## src/rtl/audclk_pkg.sv

```systemverilog
package audclk_pkg;
  localparam int DIV_W = 8;
  localparam int PER_W = 8;

  typedef enum logic [1:0] {
    RATE_8K  = 2'd0,
    RATE_32K = 2'd1,
    RATE_48K = 2'd2,
    RATE_BAD = 2'd3
  } rate_e;

  typedef struct packed {
    logic             ok;
    logic [DIV_W-1:0] div;
    logic [PER_W-1:0] per;
  } rate_cfg_t;

  function automatic rate_cfg_t rate_lookup(input logic [1:0] code);
    rate_cfg_t c;
    c = '0;
    case (rate_e'(code))
      RATE_8K:  begin c.ok = 1'b1; c.div = DIV_W'(25); c.per = PER_W'(74); end
      RATE_32K: begin c.ok = 1'b1; c.div = DIV_W'(7);  c.per = PER_W'(66); end
      RATE_48K: begin c.ok = 1'b1; c.div = DIV_W'(13); c.per = PER_W'(23); end
      default:  c.ok = 1'b0;
    endcase
    return c;
  endfunction
endpackage

```

## src/rtl/audclk_bclk_div.sv

```systemverilog
module audclk_bclk_div #(
  parameter int DIV_W = 8
) (
  input  logic             clk_i,
  input  logic             rst_ni,
  input  logic             clr_i,
  input  logic [DIV_W-1:0] div_i,
  output logic             bclk_o,
  output logic             fall_o
);
  logic [DIV_W-1:0] cnt_q;
  logic             bclk_q;
  logic             wrap;

  assign wrap   = (cnt_q == div_i - 1'b1);
  assign fall_o = wrap & bclk_q;
  assign bclk_o = bclk_q;

  always_ff @(posedge clk_i or negedge rst_ni) begin
    if (!rst_ni) begin
      cnt_q  <= '0;
      bclk_q <= 1'b0;
    end else if (clr_i) begin
      cnt_q  <= '0;
      bclk_q <= 1'b0;
    end else if (wrap) begin
      cnt_q  <= '0;
      bclk_q <= ~bclk_q;
    end else begin
      cnt_q <= cnt_q + 1'b1;
    end
  end
endmodule

```

## src/rtl/audclk_frame_div.sv

```systemverilog
module audclk_frame_div #(
  parameter int PER_W = 8
) (
  input  logic             clk_i,
  input  logic             rst_ni,
  input  logic             clr_i,
  input  logic             tick_i,
  input  logic [PER_W-1:0] per_i,
  output logic             lr_o,
  output logic             end_o
);
  logic [PER_W-1:0] cnt_q;
  logic             lr_q;
  logic             last;

  assign last  = (cnt_q == per_i);
  assign end_o = tick_i & last & lr_q;
  assign lr_o  = lr_q;

  always_ff @(posedge clk_i or negedge rst_ni) begin
    if (!rst_ni) begin
      cnt_q <= '0;
      lr_q  <= 1'b0;
    end else if (clr_i) begin
      cnt_q <= '0;
      lr_q  <= 1'b0;
    end else if (tick_i) begin
      if (last) begin
        cnt_q <= '0;
        lr_q  <= ~lr_q;
      end else begin
        cnt_q <= cnt_q + 1'b1;
      end
    end
  end
endmodule

```

## src/rtl/audclk_cfg.sv

```systemverilog
module audclk_cfg
  import audclk_pkg::*;
(
  input  logic             clk_i,
  input  logic             rst_ni,
  input  logic             en_i,
  input  logic             load_i,
  input  logic [1:0]       rate_i,
  input  logic             capture_i,
  input  logic             frame_end_i,
  output logic [DIV_W-1:0] div_o,
  output logic [PER_W-1:0] tx_per_o,
  output logic [PER_W-1:0] rx_per_o,
  output logic             err_o,
  output logic             commit_o
);
  localparam rate_cfg_t RST_CFG = rate_lookup(2'd0);

  rate_cfg_t        req;
  logic [DIV_W-1:0] pend_div_q;
  logic [PER_W-1:0] pend_per_q;
  logic             pend_cap_q;
  logic             pend_vld_q;

  assign req      = rate_lookup(rate_i);
  // disabled: commit at once; running: wait for transmit frame end
  assign commit_o = pend_vld_q & (frame_end_i | ~en_i);

  always_ff @(posedge clk_i or negedge rst_ni) begin
    if (!rst_ni) begin
      div_o      <= RST_CFG.div;
      tx_per_o   <= RST_CFG.per;
      rx_per_o   <= RST_CFG.per;
      err_o      <= 1'b0;
      pend_div_q <= '0;
      pend_per_q <= '0;
      pend_cap_q <= 1'b0;
      pend_vld_q <= 1'b0;
    end else begin
      if (commit_o) begin
        div_o      <= pend_div_q;
        pend_vld_q <= 1'b0;
        if (pend_cap_q) rx_per_o <= pend_per_q;
        else            tx_per_o <= pend_per_q;
      end
      if (load_i) begin
        err_o <= ~req.ok;
        if (req.ok) begin
          pend_div_q <= req.div;
          pend_per_q <= req.per;
          pend_cap_q <= capture_i;
          pend_vld_q <= 1'b1;
        end
      end
    end
  end
endmodule

```

## src/rtl/audclk_gen.sv

```systemverilog
module audclk_gen
  import audclk_pkg::*;
(
  input  logic       clk_i,
  input  logic       rst_ni,
  input  logic       en_i,
  input  logic       cfg_load_i,
  input  logic [1:0] cfg_rate_i,
  input  logic       cfg_capture_i,
  output logic       bclk_o,
  output logic       tx_lrclk_o,
  output logic       rx_lrclk_o,
  output logic       rate_err_o
);
  localparam int N_DIR = 2;  // 0 transmit, 1 receive

  logic [DIV_W-1:0] div;
  logic [PER_W-1:0] per [N_DIR];
  logic [N_DIR-1:0] lr;
  logic [N_DIR-1:0] fend;
  logic             fall;
  logic             commit;
  logic             restart;

  assign restart = ~en_i | commit;

  audclk_cfg i_cfg (
    .clk_i       (clk_i),
    .rst_ni      (rst_ni),
    .en_i        (en_i),
    .load_i      (cfg_load_i),
    .rate_i      (cfg_rate_i),
    .capture_i   (cfg_capture_i),
    .frame_end_i (fend[0]),
    .div_o       (div),
    .tx_per_o    (per[0]),
    .rx_per_o    (per[1]),
    .err_o       (rate_err_o),
    .commit_o    (commit)
  );

  audclk_bclk_div #(.DIV_W(DIV_W)) i_bclk (
    .clk_i  (clk_i),
    .rst_ni (rst_ni),
    .clr_i  (restart),
    .div_i  (div),
    .bclk_o (bclk_o),
    .fall_o (fall)
  );

  for (genvar d = 0; d < N_DIR; d++) begin : gen_dir
    audclk_frame_div #(.PER_W(PER_W)) i_frame (
      .clk_i  (clk_i),
      .rst_ni (rst_ni),
      .clr_i  (restart),
      .tick_i (fall),
      .per_i  (per[d]),
      .lr_o   (lr[d]),
      .end_o  (fend[d])
    );
  end

  assign tx_lrclk_o = lr[0];
  assign rx_lrclk_o = lr[1];
endmodule

```

## config.mk

```make
export PLATFORM = sky130hd
export DESIGN_NAME = audclk_gen
export DESIGN_NICKNAME = d
export VERILOG_FILES = /design/src/rtl/audclk_pkg.sv /design/src/rtl/audclk_bclk_div.sv /design/src/rtl/audclk_frame_div.sv /design/src/rtl/audclk_cfg.sv /design/src/rtl/audclk_gen.sv
export SDC_FILE = /design/constraint.sdc
export NUM_CORES = 1
export LEC_CHECK = 0
export BUFFER_PORTS_ARGS = -buffer_cell sky130_fd_sc_hd__buf_2
export CORE_ASPECT_RATIO = 0.9
export CORE_MARGIN = 2
export CORE_UTILIZATION = 40
export CTS_BUF_LIST = sky130_fd_sc_hd__clkbuf_16
export DETAILED_ROUTE_END_ITERATION = 10
export HOLD_SLACK_MARGIN = 0.05
export PLACE_DENSITY_LB_ADDON = 0.1
export SYNTH_ARGS = -nofsm -noshare
export SYNTH_HDL_FRONTEND = slang
export SYNTH_SLANG_ARGS = --single-unit
```

## constraint.sdc

```tcl
create_clock -name clk_i -period 3.3 [get_ports clk_i]
set_input_delay 0.165 -clock clk_i [delete_from_list [all_inputs] [get_ports clk_i]]
set_output_delay 0.165 -clock clk_i [all_outputs]
set_load 0.01 [all_outputs]
```

==> flow_summary.ini, run 1 <==
[run_status]
status = complete, no violations

[setup_path]
crit_type = flip-flop to flip-flop
crit_path_max_incr_delay_ps = 590
cp_num_buf_inv = 1
endpoint_kind = flip-flop
crit_chain = inv_1, ha_1, xor2_1, nand2_1, a2111oi_4, nand3_1, or3b_2, a21oi_1
cpMaxStageDelayCell = or3b_2
crit_required_ps = 3510
cp_data_arrival_time_ps = 3040
r2r_cells = 8
critPathMaxFanout = 13
crit_family = simple AND/OR/NAND/NOR gates
start_kind = flip-flop
r2r-start = i_cfg.div_o[0]$_DFFE_PN1P_
startpoint = i_cfg.div_o[0]$_DFFE_PN1P_
path_depth = 8

[power_and_ir_drop]
power_leakage_nw = 1.27
p_sw_uw = 452
ir_drop_v = 0.000250
p_comb_share_pct = 17.6
power.density_nw_per_um2 = 542
sequentialPowerShare_pct = 47.8
intPower_mw = 1.19
netSwitchingFraction_pct = 27.6
p_clk_share_pct = 34.7

[layout]
layout-drive-gt1-share_pct = 20.9
antenna_cells = 0
fin_nets = 289
final_area_um2 = 3030
fillers = 648
syn_to_final_growth_pct = 11.8

[floorplan]
ios = 11
floorplan.die.height_um = 82.1
core_area_um2 = 6550
start_util_pct = 41.3
die_x_um = 90.7
die-area_um2 = 7450
rows = 28

[clock_tree]
cts_tree = done
cts_max_level = 2
numCtsBuffers = 5
cts.path.max_buffers = 2
clock_latency_ps = 290
clkTransAtPathRegs_ps = 70
clock-sinks = 50
root_buffer = clkbuf_16
cts_setup_buffers = 0

[placement]
hpwlAfterDp_mm = 3.86
globalplace.congestion = 0.844
place_ws_ps = 483
portBuffers = 10
placed_area_um2 = 2860

[sta]
worst_pin_slew_ps = 961
timing.setup.tns_ps = 0
period_share_pct = 85.7
period_minus_slack_ps = 2830
slew_viol_final = 0
fin_ws_ps = 473
fmax_ghz = 0.354
clock_skew_ps = 8.28
hold_viol_final = 0
rsz0062_at_grt = no
setup_viol = 0
relSlewSlack_pct = 35.7

[synth]
ys.warnings.count = 0
synth-edff-count = 0
synth_top_area_cell = dfrtp_1
yosysTopAreaCellShare_pct = 37.9
synth_seq_cells = 50
ys_types = 43
syn_area_um2 = 2710
synthCells = 261
avgSynthCellArea_um2 = 10.4
synthesis.nets = 278
ys.flop_type = dfrtp_1
synthTopCellsByArea = dfrtp_1 (38%), dfstp_2 (8.7%), mux2_2 (6.2%)
synthArstFlopShare_pct = 100
ys_seq_area_share_pct = 46.6

[hold_path]
whs_path_depth = 2
hp-class = input port to flip-flop
hold_path.startpoint = cfg_capture_i

[job]
maxCapViolCount = 0

[global_route]
grt_start_max_net_pins = 30
track_usage_pct = 16.4
grt_overflow = 0
antenna_found_initial = 0
grt_pass1_vias = 1868
grt_pass1_wl_mm = 9.56

[drt]
first_pass_iters = 4
drt_iter0_markers = 73
drc = 0
dr_total_vias = 1933
antenna_left = 0
vias_per_cell = 5.33
post_drt_wl_per_cell_um = 15.2
routed_wl_mm = 5.53
-- layout by cell type (no fill, tap or decap), drive strengths merged, types with 2 or more instances in the layout --
cell / n
a21oi: 13
and2: 2
and3: 7
buf: 13
clkbuf: 5
dfrtp: 41
dfstp: 9
ha: 10
inv: 9
mux2: 19
nand2: 19
nand2b: 5
nand3: 18
nand3b: 4
nand4: 6
nor2: 19
nor3: 2
o211ai: 6
o21ai: 8
o22ai: 7
or2: 2
or3: 9
or4: 2
xnor2: 12
xor2: 8
-- logic make-up (layout without fill, tap and decap cells) --
| group | after synthesis | after routing | share of synthesized area, % |
|---|---|---|---|
| mux | 20 | 20 | 8.82 |
| flops | 50 | 50 | 46.6 |
| buf+inv | 18 | 30 | 2.49 |
| fa+ha+maj | 10 | 10 | 4.62 |
| compound gates | 43 | 43 | 11.0 |
| xor+xnor | 20 | 20 | 6.47 |
| simple gates | 100 | 100 | 20.0 |
-- through the flow --
stage | power [mW] | hold WS, ps | utilization, % | instances
final | 1.64 | 105 | 46.2 | 363
after global placement | 1.08 | 163 | 43.6 | 354
after detailed placement | 1.09 | 162 | 43.6 | 354
after global routing | 1.73 | 106 | 46.2 | 363
after floorplan | 0.994 | -131 | - | 261
after CTS | 1.67 | 98.1 | 46.2 | 363
-- final timing paths --
kind,end,slack (ps)
max,gen_dir[1].i_frame.cnt_q[0]$_DFFE_PN0P_,470
min,i_cfg.pend_cap_q$_DFFE_PN0P_,110
max reg2reg,gen_dir[1].i_frame.cnt_q[0]$_DFFE_PN0P_,470
min reg2reg,i_cfg.pend_div_q[3]$_DFFE_PN0P_,490
max in group asynchronous,i_cfg.rx_per_o[1]$_DFFE_PN1P_,2140
min in group asynchronous,i_cfg.div_o[2]$_DFFE_PN0P_,360
-- flip-flops by register name (all words and copies together), names as in the netlist --
name	cells
gen_dir.i_frame.cnt_q	16
gen_dir.i_frame.lr_o	2
i_bclk.bclk_o	1
i_bclk.cnt_q	8
i_cfg.div_o	5
i_cfg.err_o	1
i_cfg.pend_cap_q	1
i_cfg.pend_div_q	4
i_cfg.pend_per_q	3
i_cfg.pend_vld_q	1
i_cfg.rx_per_o	4
i_cfg.tx_per_o	4
-- layout make-up --
class | instances | area [um2] | share of cell area, %
Clock buffer | 5 | 125 | 4.13
Clock inverter | 3 | 37.5 | 1.24
Inverter | 8 | 30.0 | 0.991
Multi-Input combinational cell | 193 | 1380 | 45.5
Sequential cell | 50 | 1260 | 41.7
Tap cell | 90 | 113 | 3.72
Timing Repair Buffer | 14 | 82.6 | 2.73
-- repair_timing --
action / CTS / global route
endpoints found under the setup margin: 0 / 0
hold endpoints to repair: 17 / 0
hold buffers: 1 / 0
resized for setup: 0 / 0
-- layer usage --
layer / part of all wire, % / routed length [um] / track usage (%)
met1: 52 / 2900 / 23.0
met2: 44 / 2420 / 26.0
met3: 2.3 / 126 / 3.03
met4: 1.4 / 80 / 5.08
met5: 0 / 0 / 0
-- power by group through the flow --
stage          registers (mW)  clock network, mW  logic, mW
6_report                0.783              0.569      0.288
5_1_grt                 0.797              0.613      0.319
4_1_cts                 0.785              0.587      0.294
3_5_place_dp            0.795                  0      0.291
3_3_place_gp            0.795                  0      0.284
2_1_floorplan           0.755                  0      0.239
-- cell usage after synthesis (2+ instances only) --
cell	number
dfrtp_1	41
nand2_1	19
nand3_1	18
nor2_1	17
mux2_2	15
a21oi_1	13
xnor2_1	12
ha_1	10
clkbuf_1	9
dfstp_2	9
or3_1	9
inv_1	8
o21ai_0	8
xor2_1	8
and3_1	7
o22ai_1	7
nand4_1	6
o211ai_1	6
mux2_4	4
nand2b_1	4
nand3b_1	4
and2_1	2
nor2_2	2
nor3_1	2
or2_2	2
or4_1	2
(Power assumes the default switching activity.)
==> inputs of run 2 (changes only) <==
==> constraint.sdc (replaced) <==
create_clock -name clk_i -period 3.3 [get_ports clk_i]
set_input_delay 0.33 -clock clk_i [delete_from_list [all_inputs] [get_ports clk_i]]
set_output_delay 0.33 -clock clk_i [all_outputs]
set_load 0.01 [all_outputs]
==> flow_summary.ini, run 2 (synthesized netlist as in run 1, its figures left out) <==
[run_status]
status = complete, no violations

[layout]
fin_nets = 288
reg.largest.list = gen_dir.i_frame.cnt_q (16), i_bclk.cnt_q (8), i_cfg.div_o (5)
final_common_cell = dfrtp_1
top_register = gen_dir.i_frame.cnt_q
post-route-util_pct = 46.1
antenna_cells = 0
fillers = 634
syn_to_final_growth_pct = 11.6
largest_reg_flops = 16
final_cell_mix = dfrtp_1 (41), nand2_1 (19), nand3_1 (18)
layout-drive-gt1-share_pct = 21.3

[sta]
worst_pin_slew_ps = 946
hold_viol_final = 0
timing.setup.tns_ps = 0
fmax_ghz = 0.358
clock_skew_ps = 5.56
setup_viol = 0
relSlewSlack_pct = 36.7
rsz0062_at_grt = no
period_share_pct = 84.6
period_minus_slack_ps = 2790
slew_viol_final = 0

[job]
maxCapViolCount = 0

[floorplan]
start_util_pct = 41.3
ios = 11
die_x_um = 90.7
die-area_um2 = 7450
rows = 28
core_area_um2 = 6550
floorplan.die.height_um = 82.1

[setup_path]
cpMaxStageDelayCell = or3b_2
crit_chain = inv_1, ha_1, xor2_1, nand2_1, a2111oi_4, nand3_1, or3b_2, a21oi_1
r2r_cells = 8
endpoint_kind = flip-flop
critPathMaxFanout = 13
crit_family = simple AND/OR/NAND/NOR gates
crit_required_ps = 3510
crit_path_max_incr_delay_ps = 580
start_kind = flip-flop
path_depth = 8
cp_data_arrival_time_ps = 3000
cp_num_buf_inv = 1
crit_type = flip-flop to flip-flop

[clock_tree]
clock-sinks = 50
clock_latency_ps = 290
numCtsBuffers = 5
root_buffer = clkbuf_16
cts_setup_buffers = 0
cts.path.max_buffers = 2
hold_buffers = 0
cts_tree = done
ctsResizeCount = 0
cts_max_level = 2
clkTransAtPathRegs_ps = 70

[global_route]
grt_pass1_wl_mm = 9.74
grt_start_max_net_pins = 31
track_usage_pct = 16.6
grt_pass1_vias = 1980
antenna_found_initial = 0
grt_overflow = 0

[power_and_ir_drop]
power.density_nw_per_um2 = 545
ir_drop_v = 0.000277
power_leakage_nw = 1.27

[drt]
drt_iter0_markers = 64
dr_total_vias = 1927
post_drt_wl_per_cell_um = 15.4
drc = 0
routed_wl_mm = 5.56
antenna_left = 0
highest_layer = met4
wl_met1_mm = 2.88
wl_met3_um = 120
first_pass_iters = 4
wl_met2_mm = 2.48
vias_per_cell = 5.32

[placement]
portBuffers = 10
globalplace.congestion = 0.829
hpwlAfterDp_mm = 3.86

[hold_path]
hp-class = input port to asynchronous set/reset pin
## run 2: cell types whose count changed in the layout (fill, tap and decap cells not counted)
cell | before | now
dlygate4sd3_1 | 1 | 0
clkinvlp_4 | 0 | 1
clkinv_1 | 1 | 0
## run 2: layout make-up
type | instances | area, um2 | share of cell area, %
inverter | 8 | 30.0 | 0.993
multi-input combinational | 193 | 1380 | 45.6
tap | 90 | 113 | 3.73
timing repair buffer | 13 | 72.6 | 2.40
clock buffer | 5 | 125 | 4.14
clock inverter | 3 | 41.3 | 1.37
sequential | 50 | 1260 | 41.8
## run 2: path summary, 6_finish.rpt
check | from | endpoint | slack (ps)
min in group clk_i | cfg_capture_i | i_cfg.pend_cap_q$_DFFE_PN0P_ | 260
hold / removal | rst_ni | i_bclk.cnt_q[1]$_DFF_PN0_ | 80
setup reg to reg | i_cfg.div_o[0]$_DFFE_PN1P_ | gen_dir[1].i_frame.cnt_q[0]$_DFFE_PN0P_ | 510
setup / recovery | i_cfg.div_o[0]$_DFFE_PN1P_ | gen_dir[1].i_frame.cnt_q[0]$_DFFE_PN0P_ | 510
hold reg to reg | i_cfg.pend_div_q[3]$_DFFE_PN0P_ | i_cfg.pend_div_q[3]$_DFFE_PN0P_ | 480
max in group asynchronous | rst_ni | i_cfg.tx_per_o[3]$_DFFE_PN1P_ | 2430
## run 2: through the flow
| stage | instances | hold slack (ps) | total power [mW] | instance area, um2 | worst slack, ps |
|---|---|---|---|---|---|
| after floorplan | 261 | 34.4 | 0.994 | 2710 | 822 |
| after global placement | 354 | 426 | 1.08 | 2860 | 574 |
| after detailed placement | 354 | 421 | 1.08 | 2860 | 515 |
| after CTS | 362 | 115 | 1.67 | 3020 | 480 |
| after global routing | 362 | 135 | 1.73 | 3020 | 284 |
| final | 362 | 76.2 | 1.65 | 3020 | 507 |
## run 2: power by group
part | internal [mW] | total (mW) | switching (mW) | leakage (nW)
combinational | 0.141 | 0.283 | 0.143 | 0.544
clock | 0.355 | 0.583 | 0.228 | 0.0812
sequential | 0.694 | 0.782 | 0.0877 | 0.640
## run 2: layer usage
metal | vias up | track usage [%]
met5 | - | 0
met4 | 0 | 5.54
met3 | 8 | 3.03
met2 | 20 | 27.6
met1 | 944 | 22.3
li1 | 955 | -
==> inputs of run 3 (changes only) <==
- clock period: 3.3 -> 2.2 ns (I/O delays scaled with it)
==> flow_summary.ini, run 3 (synthesized netlist as in run 1, its figures left out) <==
[run_status]
status = finished, violations left
violations = negative setup slack

[power_and_ir_drop]
ir_drop_v = 0.000312
p_comb_share_pct = 25.7
netSwitchingFraction_pct = 29.3
sequentialPowerShare_pct = 44.3
power_leakage_nw = 1.47
power.density_nw_per_um2 = 751
intPower_mw = 1.82
power_mw = 2.58
p_clk_share_pct = 30.0
p_sw_uw = 758

[setup_path]
endpoint_kind = flip-flop
cp_data_arrival_time_ps = 2490
start_kind = flip-flop
crit_type = flip-flop to flip-flop
crit_required_ps = 2380
critPathMaxFanout = 4

[drt]
drt_iter0_markers = 90
post_drt_wl_per_cell_um = 15.4
routed_wl_mm = 6.09
first_pass_iters = 4
drc = 0
dr_total_vias = 2132
antenna_left = 0
vias_per_cell = 5.40

[sta]
fin_ws_ps = -108
period_share_pct = 105
period_minus_slack_ps = 2310
slew_viol_final = 0
relSlewSlack_pct = 69.5
worst_pin_slew_ps = 458
hold_viol_final = 0
fmax_ghz = 0.433
rsz0062_at_grt = yes
setup_viol = 25
clock_skew_ps = 7.29

[clock_tree]
cts_max_level = 2
root_buffer = clkbuf_16
clock-sinks = 50
clkTransAtPathRegs_ps = 70
cts_tree = done
clock_latency_ps = 290
cts.path.max_buffers = 2
numCtsBuffers = 5

[floorplan]
rows = 28
core_area_um2 = 6550
die_x_um = 90.7
start_util_pct = 41.3
ios = 11
die-area_um2 = 7450
floorplan.die.height_um = 82.1

[job]
maxCapViolCount = 0

[global_route]
track_usage_pct = 17.6
grt_pass1_vias = 2079
grt_pass1_wl_mm = 10.3
grt_overflow = 0
antenna_found_initial = 0
grt_start_max_net_pins = 51

[layout]
layout-drive-gt1-share_pct = 35.7
reg.largest.list = gen_dir.i_frame.cnt_q (16), i_bclk.cnt_q (8), i_cfg.div_o (5)
final_common_cell = dfrtp_1
final_area_um2 = 3440
largest_reg_flops = 16
final_cell_mix = dfrtp_1 (41), buf_4 (25), nand2_1 (18)
fin_nets = 321
antenna_cells = 0
top_register = gen_dir.i_frame.cnt_q
syn_to_final_growth_pct = 26.9

[placement]
place_ws_ps = -142
hpwlAfterDp_mm = 4.13
placed_area_um2 = 3130
globalplace.congestion = 0.776
portBuffers = 10

[hold_path]
hp-class = input port to flip-flop
-- run 3: per-layer routing --
| layer | vias up | global-route usage [%] | share of wire (%) |
|---|---|---|---|
| met5 | - | 0 | 0 |
| met4 | 0 | 4.62 | 0.94 |
| met3 | 7 | 3.03 | 2.8 |
| met2 | 42 | 29.2 | 46 |
| met1 | 1062 | 24.2 | 51 |
| li1 | 1021 | - | - |
-- run 3: power by group through the flow --
stage | Combinational, mW | Clock (mW) | Sequential (mW)
2_1_floorplan | 0.376 | 0 | 1.14
3_3_place_gp | 0.570 | 0 | 1.16
3_5_place_dp | 0.573 | 0 | 1.16
4_1_cts | 0.628 | 0.791 | 1.14
5_1_grt | 0.730 | 0.834 | 1.16
6_report | 0.665 | 0.774 | 1.14
-- run 3: critical path: stages (launching register included) --
cell and delay [ps]:
dfrtp_1 380, or4_4 520, a2111o_1 400, nor4_2 180, a32oi_2 190, nand2b_4 220
mux2_4 300
-- run 3: worst paths after layout --
| check | from | to | slack [ps] | cells past startpoint |
|---|---|---|---|---|
| max | i_cfg.tx_per_o[4]$_DFFE_PN0P_ | i_cfg.rx_per_o[4]$_DFFE_PN0P_ | -110 | 6 |
| min | cfg_capture_i | i_cfg.pend_cap_q$_DFFE_PN0P_ | 150 | 2 |
| max reg2reg | i_cfg.tx_per_o[4]$_DFFE_PN0P_ | i_cfg.rx_per_o[4]$_DFFE_PN0P_ | -110 | 6 |
| min reg2reg | i_cfg.pend_div_q[3]$_DFFE_PN0P_ | i_cfg.pend_div_q[3]$_DFFE_PN0P_ | 480 | 2 |
| max in group asynchronous | rst_ni | i_cfg.tx_per_o[6]$_DFFE_PN1P_ | 1430 | 3 |
| min in group asynchronous | rst_ni | i_bclk.cnt_q[2]$_DFF_PN0_ | 450 | 3 |
-- run 3: cell type report --
class	instances	area, um2
inverters	8	30.0
multi-input cells	193	1510
fillers	611	3110
well taps	90	113
repair buffers	46	378
clock inverters	3	17.5
clock buffers	5	125
flip-flops and latches	50	1260
-- run 3: through the flow --
step / TNS (ps) / hold WS, ps / util (%) / cells
2_1_floorplan: -1090 / -75.6 / - / 261
3_3_place_gp: -2390 / 233 / 47.7 / 381
3_5_place_dp: -2340 / 236 / 47.7 / 381
4_1_cts: -1690 / 153 / 51.4 / 393
5_1_grt: -4350 / 158 / 52.5 / 395
6_report: -1360 / 153 / 52.5 / 395
-- run 3: repair_timing --
action | in CTS | in global routing
endpoints found under the setup margin | 39 | 41
pin swaps | 11 | 10
gates resized for setup | 21 | 15
buffers inserted | 3 | 2
hold endpoints to repair | 41 | 0
hold buffers | 1 | 0
